## src/rtl/i2s_port_pkg.sv

```systemverilog
package i2s_port_pkg;
    typedef enum logic [1:0] {
        SL_LDATA,
        SL_LPAD,
        SL_RDATA,
        SL_RPAD
    } slot_e;
endpackage

```

## src/rtl/i2s_frame_timer.sv

```systemverilog
module i2s_frame_timer
    import i2s_port_pkg::*;
#(
    parameter int SAMPLE_W = 16,
    parameter int SLOT_W   = 32,
    parameter int BCLK_DIV = 4
) (
    input  logic                        clk,
    input  logic                        rst,
    output logic                        bclk_q,
    output logic                        lrclk_q,
    output slot_e                       st_n,
    output logic [$clog2(SAMPLE_W)-1:0] idx_n,
    output logic                        frame_wrap,
    output logic                        rx_strobe,
    output logic                        rx_last
);
    localparam int DIV_W  = $clog2(BCLK_DIV);
    localparam int BIT_W  = $clog2(2 * SLOT_W);
    localparam int CNT_W  = DIV_W + BIT_W;
    localparam int IDX_W  = $clog2(SAMPLE_W);
    localparam logic [CNT_W-1:0] CNT_MAX  = {CNT_W{1'b1}};
    localparam logic [CNT_W-1:0] C_LPAD   = CNT_W'(SAMPLE_W * BCLK_DIV);
    localparam logic [CNT_W-1:0] C_RDATA  = CNT_W'(SLOT_W * BCLK_DIV);
    localparam logic [CNT_W-1:0] C_RPAD   = CNT_W'((SLOT_W + SAMPLE_W) * BCLK_DIV);
    localparam logic [DIV_W-1:0] PH_RISE  = DIV_W'(BCLK_DIV / 2);
    localparam logic [DIV_W-1:0] PH_SAMP  = DIV_W'(BCLK_DIV / 2 - 1);
    localparam logic [BIT_W-1:0] B_LR_HI  = BIT_W'(SLOT_W - 1);
    localparam logic [BIT_W-1:0] B_LR_LO  = BIT_W'(2 * SLOT_W - 2);
    localparam logic [BIT_W-1:0] B_LAST   = BIT_W'(SAMPLE_W - 1);

    logic [CNT_W-1:0] cnt_q, cnt_n;
    logic [DIV_W-1:0] phase_q, phase_n;
    logic [BIT_W-1:0] bit_q, bit_n;
    slot_e            st_q;

    assign cnt_n      = cnt_q + 1'b1;
    assign phase_q    = cnt_q[DIV_W-1:0];
    assign bit_q      = cnt_q[CNT_W-1:DIV_W];
    assign phase_n    = cnt_n[DIV_W-1:0];
    assign bit_n      = cnt_n[CNT_W-1:DIV_W];
    assign idx_n      = bit_n[IDX_W-1:0];
    assign frame_wrap = (cnt_q == CNT_MAX);
    assign rx_strobe  = (phase_q == PH_SAMP) && (st_q == SL_LDATA);
    assign rx_last    = rx_strobe && (bit_q == B_LAST);

    // next-state logic
    always_comb begin
        st_n = st_q;
        unique case (st_q)
            SL_LDATA: if (cnt_n == C_LPAD)     st_n = SL_LPAD;
            SL_LPAD:  if (cnt_n == C_RDATA)    st_n = SL_RDATA;
            SL_RDATA: if (cnt_n == C_RPAD)     st_n = SL_RPAD;
            SL_RPAD:  if (cnt_n == '0)         st_n = SL_LDATA;
            default:                           st_n = SL_LDATA;
        endcase
    end

    // state register
    always_ff @(posedge clk) begin
        if (rst) st_q <= SL_LDATA;
        else     st_q <= st_n;
    end

    // outputs
    always_ff @(posedge clk) begin
        if (rst) begin
            cnt_q   <= '0;
            bclk_q  <= 1'b0;
            lrclk_q <= 1'b0;
        end else begin
            cnt_q   <= cnt_n;
            bclk_q  <= (phase_n >= PH_RISE);
            lrclk_q <= (bit_n >= B_LR_HI) && (bit_n <= B_LR_LO);
        end
    end

    // the word clock moves only on a falling bit-clock edge
    p_lrclk_on_fall_r3: assert property (@(posedge clk) disable iff (rst)
        (lrclk_q != $past(lrclk_q)) |-> (!bclk_q && $past(bclk_q)));

    // a new frame starts in the left slot, word clock low
    p_wrap_left_r3: assert property (@(posedge clk) disable iff (rst)
        (st_q == SL_LDATA && $past(st_q) == SL_RPAD) |-> !lrclk_q);
endmodule

```

## src/rtl/i2s_play_path.sv

```systemverilog
module i2s_play_path
    import i2s_port_pkg::*;
#(
    parameter int SAMPLE_W = 16
) (
    input  logic                        clk,
    input  logic                        rst,
    input  slot_e                       st_n,
    input  logic [$clog2(SAMPLE_W)-1:0] idx_n,
    input  logic                        frame_wrap,
    input  logic                        bclk_q,
    input  logic                        play_valid,
    input  logic [SAMPLE_W-1:0]         play_left,
    input  logic [SAMPLE_W-1:0]         play_right,
    output logic                        play_req,
    output logic [SAMPLE_W-1:0]         dac_left,
    output logic [SAMPLE_W-1:0]         dac_right,
    output logic                        sdout
);
    logic [SAMPLE_W-1:0] pend_l, pend_r, act_l, act_r, nl, nr;
    logic                pend_v;
    logic                bit_n;

    always_comb begin
        nl = act_l;
        nr = act_r;
        if (frame_wrap) begin
            if (play_valid) begin
                nl = play_left;
                nr = play_right;
            end else if (pend_v) begin
                nl = pend_l;
                nr = pend_r;
            end
        end
    end

    always_comb begin
        bit_n = 1'b0;
        unique case (st_n)
            SL_LDATA: bit_n = nl[~idx_n];
            SL_RDATA: bit_n = nr[~idx_n];
            SL_LPAD, SL_RPAD: bit_n = 1'b0;
            default:  bit_n = 1'b0;
        endcase
    end

    always_ff @(posedge clk) begin
        if (rst) begin
            pend_l   <= '0;
            pend_r   <= '0;
            pend_v   <= 1'b0;
            act_l    <= '0;
            act_r    <= '0;
            sdout    <= 1'b0;
            play_req <= 1'b0;
        end else begin
            if (frame_wrap) begin
                pend_v <= 1'b0;
            end else if (play_valid) begin
                pend_l <= play_left;
                pend_r <= play_right;
                pend_v <= 1'b1;
            end
            act_l    <= nl;
            act_r    <= nr;
            sdout    <= bit_n;
            play_req <= frame_wrap;
        end
    end

    assign dac_left  = act_l;
    assign dac_right = act_r;

    // serial data changes only as the bit clock falls
    p_sdout_on_fall_r5: assert property (@(posedge clk) disable iff (rst)
        (sdout != $past(sdout)) |-> (!bclk_q && $past(bclk_q)));

    // the request is a single-clock pulse
    p_req_pulse_r6: assert property (@(posedge clk) disable iff (rst)
        play_req |=> !play_req);

    // the converter pair changes only at a frame start
    p_dac_at_frame_r6: assert property (@(posedge clk) disable iff (rst)
        (dac_left != $past(dac_left)) |-> play_req);
endmodule

```

## src/rtl/i2s_rec_path.sv

```systemverilog
module i2s_rec_path #(
    parameter int SAMPLE_W = 16
) (
    input  logic                clk,
    input  logic                rst,
    input  logic                rx_strobe,
    input  logic                rx_last,
    input  logic                lrclk_q,
    input  logic                sdin,
    input  logic                rec_sel,
    input  logic [SAMPLE_W-1:0] adc_sample,
    output logic [SAMPLE_W-1:0] rec_sample,
    output logic                rec_valid
);
    logic [SAMPLE_W-1:0] shreg;
    logic [SAMPLE_W-1:0] word;

    assign word = {shreg[SAMPLE_W-2:0], sdin};

    always_ff @(posedge clk) begin
        if (rst) begin
            shreg      <= '0;
            rec_sample <= '0;
            rec_valid  <= 1'b0;
        end else begin
            rec_valid <= 1'b0;
            if (rx_strobe) shreg <= word;
            if (rx_last) begin
                rec_sample <= rec_sel ? adc_sample : word;
                rec_valid  <= 1'b1;
            end
        end
    end

    // strobe lasts one clock
    p_rec_pulse_r8: assert property (@(posedge clk) disable iff (rst)
        rec_valid |=> !rec_valid);

    // a record sample completes inside the left slot
    p_rec_left_r8: assert property (@(posedge clk) disable iff (rst)
        rec_valid |-> !lrclk_q);

    // stored sample moves only with its strobe
    p_rec_hold_r8: assert property (@(posedge clk) disable iff (rst)
        (rec_sample != $past(rec_sample)) |-> rec_valid);
endmodule

```

## src/rtl/i2s_master_port.sv

```systemverilog
module i2s_master_port
    import i2s_port_pkg::*;
#(
    parameter int SAMPLE_W = 16,
    parameter int SLOT_W   = 32,
    parameter int BCLK_DIV = 4
) (
    input  logic                clk,
    input  logic                rst,
    input  logic                play_valid,
    input  logic [SAMPLE_W-1:0] play_left,
    input  logic [SAMPLE_W-1:0] play_right,
    output logic                play_req,
    output logic [SAMPLE_W-1:0] dac_left,
    output logic [SAMPLE_W-1:0] dac_right,
    output logic                bclk,
    output logic                lrclk,
    output logic                sdout,
    input  logic                sdin,
    input  logic                rec_sel,
    input  logic [SAMPLE_W-1:0] adc_sample,
    output logic [SAMPLE_W-1:0] rec_sample,
    output logic                rec_valid
);
    localparam int IDX_W = $clog2(SAMPLE_W);

    slot_e            st_n;
    logic [IDX_W-1:0] idx_n;
    logic             frame_wrap, rx_strobe, rx_last;

    i2s_frame_timer #(
        .SAMPLE_W(SAMPLE_W), .SLOT_W(SLOT_W), .BCLK_DIV(BCLK_DIV)
    ) i_timer (
        .clk(clk), .rst(rst), .bclk_q(bclk), .lrclk_q(lrclk),
        .st_n(st_n), .idx_n(idx_n), .frame_wrap(frame_wrap),
        .rx_strobe(rx_strobe), .rx_last(rx_last)
    );

    i2s_play_path #(.SAMPLE_W(SAMPLE_W)) i_play (
        .clk(clk), .rst(rst), .st_n(st_n), .idx_n(idx_n),
        .frame_wrap(frame_wrap), .bclk_q(bclk),
        .play_valid(play_valid), .play_left(play_left),
        .play_right(play_right), .play_req(play_req),
        .dac_left(dac_left), .dac_right(dac_right), .sdout(sdout)
    );

    i2s_rec_path #(.SAMPLE_W(SAMPLE_W)) i_rec (
        .clk(clk), .rst(rst), .rx_strobe(rx_strobe), .rx_last(rx_last),
        .lrclk_q(lrclk), .sdin(sdin), .rec_sel(rec_sel),
        .adc_sample(adc_sample), .rec_sample(rec_sample),
        .rec_valid(rec_valid)
    );
endmodule

```

## config.mk

```make
export PLATFORM = sky130hd
export DESIGN_NAME = i2s_master_port
export DESIGN_NICKNAME = d
export VERILOG_FILES = /design/src/rtl/i2s_port_pkg.sv /design/src/rtl/i2s_frame_timer.sv /design/src/rtl/i2s_play_path.sv /design/src/rtl/i2s_rec_path.sv /design/src/rtl/i2s_master_port.sv
export SDC_FILE = /design/constraint.sdc
export NUM_CORES = 1
export LEC_CHECK = 0
export ABC_CLOCK_PERIOD_IN_PS = 5900
export CORE_MARGIN = 2
export CORE_UTILIZATION = 35
export CTS_CLUSTER_DIAMETER = 80
export DETAILED_ROUTE_END_ITERATION = 12
export DONT_BUFFER_PORTS = 1
export GPL_TIMING_DRIVEN = 0
export PLACE_DENSITY_LB_ADDON = 0.25
export SLEW_MARGIN = 30
export SYNTH_ARGS = -nofsm -noshare
export SYNTH_HDL_FRONTEND = slang
export SYNTH_SLANG_ARGS = --single-unit
```

## constraint.sdc

```tcl
create_clock -name clk -period 5.9 [get_ports clk]
set_input_delay 1.77 -clock clk [delete_from_list [all_inputs] [get_ports clk]]
set_output_delay 1.77 -clock clk [all_outputs]
set_load 0.01 [all_outputs]
```

==> results.md <==
- Via density: around 5.7
- Row count: 44
- Post-synthesis average cell area: between 8 and 9 µm²
- Synth Area in Adders: 0.00489
- Reg power frac: 0.519
- HP Start: i_play.pend_l[7]
- Post-Synth XOR/XNOR Area: 0.0223
- Synth Area in Simple Gates: 0.220
- Drt wl/cell: between 20 and 25 µm
- DRT Pass-1 Iters: 5
- Final nets: roughly 680
- GR Overflow Total: 0
- Clk sinks: 110
- Max-slew headroom: 0.496
- CP startpoint kind: input port
- Psw: about 370 µW
- Largest family of logic cells by synthesized area: compound AO/OA/AOI/OAI gates
- Post-route setup TNS: 0 ns
- Switching part of the total: 0.248
- I/O Buffers: 0
- Synth unique cells: 55
- Post-route DRC: 0
- Post-CTS sizing: 0
- WP data required: ~6.2 ns
- # hold bufs at CTS: 0
- Mux contribution to synthesized area: 0.0445
- Syn-to-layout area delta: 10.4%
- Hold Worst Slack: about 0.46 ns
- Final ANT Viol Nets: 0
- Worst-case clock buffer depth: 2
- Worst hold endpoint: i_play.pend_l[7]
- Routed wire length: approximately 16000 µm
- Worst slew pin tran: roughly 0.75 ns
- GP Congestion: around 0.84
- Post-DP HPWL: roughly 12000 µm
- Cell area after synthesis: 5110 µm²
- CP endpoint kind: flop
- Core Area: around 14000 µm²
- EDFF count, synth: 0
- Post-CTS Setup Inserts: 0
- # IOs: around 110
- Seq/Total Area, Yosys: 0.431
- Synthesized flop and latch total: 110
- Fin Clk Skew: about 0.0085 ns
- Max VDD drop: approximately 0.13 mV
- Worst Hold Class: flop to flop
- Root Driver: clkbuf_16
- Initial drt markers: 351
- First-pass GRT wire length: 25800 µm
- Worst skew pair latency: ~0.36 ns
- RSZ-0062 raised after global routing: false
- Via count: between 4000 and 5000
- Internal: 1.12 mW
- Final Hold Vio Count: 0
- Fin. max-slew vios: 0
- Top FF cell, synth: dfxtp_1
- Via count of the first global-routing pass: between 4000 and 5000
- CP max FO: 10
- Async set-reset flop share out of synthesis: 0
- Horiz. Die Dim: around 120 µm
- Max-cap violations: 0
- CTS Buf Count: 9
- Layout cells sized above 1: 0.0795
- Die ar.: around 16000 µm²
- Share of power burned in the clock network: 0.408
- Fin crit share: 0.623
- Worst R2R Start: i_timer.bclk_q
- Flop-to-flop setup slack: approximately 3.0 ns
- GRT Util Overall: 0.209
- Die height: roughly 120 µm
- Hold depth: 2
- P per Cell Area: approximately 260 nW/µm²
- Diodes inserted: 0
- Reg-to-Reg End: i_play.sdout
- TritonCTS clock tree: yes
- Pin count of the biggest net entering global routing: 18
- Minimum clock period: about 3.7 ns
- Crit Path Class: input port to flop
- Post-Syn Nets: about 670
- # setup viols final: 0
- Synthesis Warnings: 0
- Leakage: 2.01 nW
- Combinational group share of total power: 0.073
- Cell count of the worst reg-to-reg path: 10
- Synth Area in Compound Gates: 0.226
- Post-Synthesis Cells: 613
- Outcome: complete, no violations
- Initial antenna violation count: 1
- CTS HTree Levels: 3
- Arr. time, crit path: between 3 and 4 ns
- Fmax: between 200 and 300 MHz
- Clock transition at path regs: 0.07 ns
- Initial core utilization: 0.355
critical path, stage by stage:
cell,delay [ns]
buf_2,0.21
buf_2,0.30
buf_1,0.54
o221ai_1,0.26
mux2_2,0.34
a21oi_1,0.17
nor3_1,0.08
o211ai_2,0.26
Yosys cell counts (3+ instances only):
cell type | number | area, µm²
buf_1 | 4 | 15.0
o32a_1 | 13 | 130
or3_1 | 15 | 93.8
xnor2_1 | 8 | 70.1
o221ai_1 | 12 | 105
o211ai_1 | 3 | 22.5
mux2_2 | 4 | 45.0
nor2b_1 | 24 | 150
xor2_1 | 5 | 43.8
a32o_1 | 10 | 100
buf_6 | 4 | 45.0
a221oi_1 | 3 | 26.3
a22oi_1 | 4 | 30.0
o22ai_1 | 11 | 68.8
and3b_1 | 4 | 35.0
nor2_1 | 74 | 278
mux2i_1 | 16 | 160
nand4_1 | 3 | 18.8
a21oi_1 | 73 | 365
nand3_1 | 3 | 15.0
buf_2 | 11 | 55.1
o21ai_0 | 5 | 25.0
inv_1 | 6 | 22.5
dfxtp_1 | 110 | 2200
clkbuf_1 | 29 | 109
a221o_1 | 9 | 90.1
nand2_1 | 109 | 409
power groups by stage:
stage	Sequential (mW)	Combinational, mW	Clock, mW
after floorplan	0.783	0.0779	0
after global placement	0.785	0.105	0
after detailed placement	0.786	0.108	0
after CTS	0.769	0.108	0.615
after global routing	0.771	0.120	0.646
final	0.769	0.109	0.604
placed cells by master (no fill, tap or decap), drive strengths merged, types with 3 or more instances in the layout:
master and instances:
a21oi 73, a221o 9, a221oi 3, a22oi 4, a32o 10, and2 3
and3b 4, buf 21, clkbuf 41, clkinv 3, dfxtp 110, inv 6
mux2 4, mux2i 16, nand2 110, nand3 3, nand4 5, nor2 74
nor2b 24, o211ai 5, o21ai 5, o221ai 13, o22ai 11, o32a 13
or3 15, xnor2 8, xor2 5
logic make-up after synthesis:
kind of cell	Yosys count
adder cells (fa/ha/maj)	2
AND/OR/NAND/NOR	248
XOR/XNOR	13
flip-flops	110
multiplexers	21
buffers and inverters	56
AO/OA/AOI/OAI	163
stage by stage:
stage | cell area, µm² | setup slack (ns) | std cells | util | power [mW]
2_1_floorplan | 5110 | 2.58 | 613 | - | 0.861
3_3_place_gp | 5350 | 1.99 | 797 | 0.371 | 0.890
3_5_place_dp | 5350 | 1.97 | 797 | 0.371 | 0.894
4_1_cts | 5640 | 2.32 | 813 | 0.391 | 1.49
5_1_grt | 5650 | 2.17 | 813 | 0.392 | 1.54
6_report | 5650 | 2.22 | 813 | 0.392 | 1.48
per-layer routing:
layer | vias up | global-route usage | share of wire
li1 | 2190 | - | -
met1 | 2241 | 0.261 | 0.43
met2 | 165 | 0.339 | 0.47
met3 | 25 | 0.0726 | 0.087
met4 | 2 | 0.0660 | 0.015
met5 | - | 0 | 0.00079
registers in the layout (all words and copies together), names as in the netlist:
register and cells:
i_play.dac_left 16, i_play.dac_right 16, i_play.pend_l 16, i_play.pend_r 16, i_rec.rec_sample 16, i_rec.shreg 15
i_timer.cnt_q 7, i_timer.st_q 2, i_play.pend_v 1, i_play.play_req 1, i_play.sdout 1, i_rec.rec_valid 1
i_timer.bclk_q 1, i_timer.lrclk_q 1
area by class of cell:
type | count | area (µm²)
fillers | 1496 | 8770
inverters | 6 | 22.5
plain buffers | 50 | 239
flip-flops and latches | 110 | 2200
multi-input cells | 447 | 2660
clock buffers | 12 | 267
well taps | 184 | 230
clock inverters | 4 | 30.0
worst max-delay path by stage:
stage / slack [ns] / end / startpoint
floorplan: 2.58 / i_play.sdout / play_valid
global placement: 1.99 / i_play.sdout / play_valid
detailed placement: 1.97 / i_play.sdout / play_valid
CTS: 2.32 / i_play.sdout / play_valid
global route: 2.17 / i_play.sdout / play_valid
finish: 2.22 / i_play.sdout / play_valid
Power figures use the tool's default switching activity.
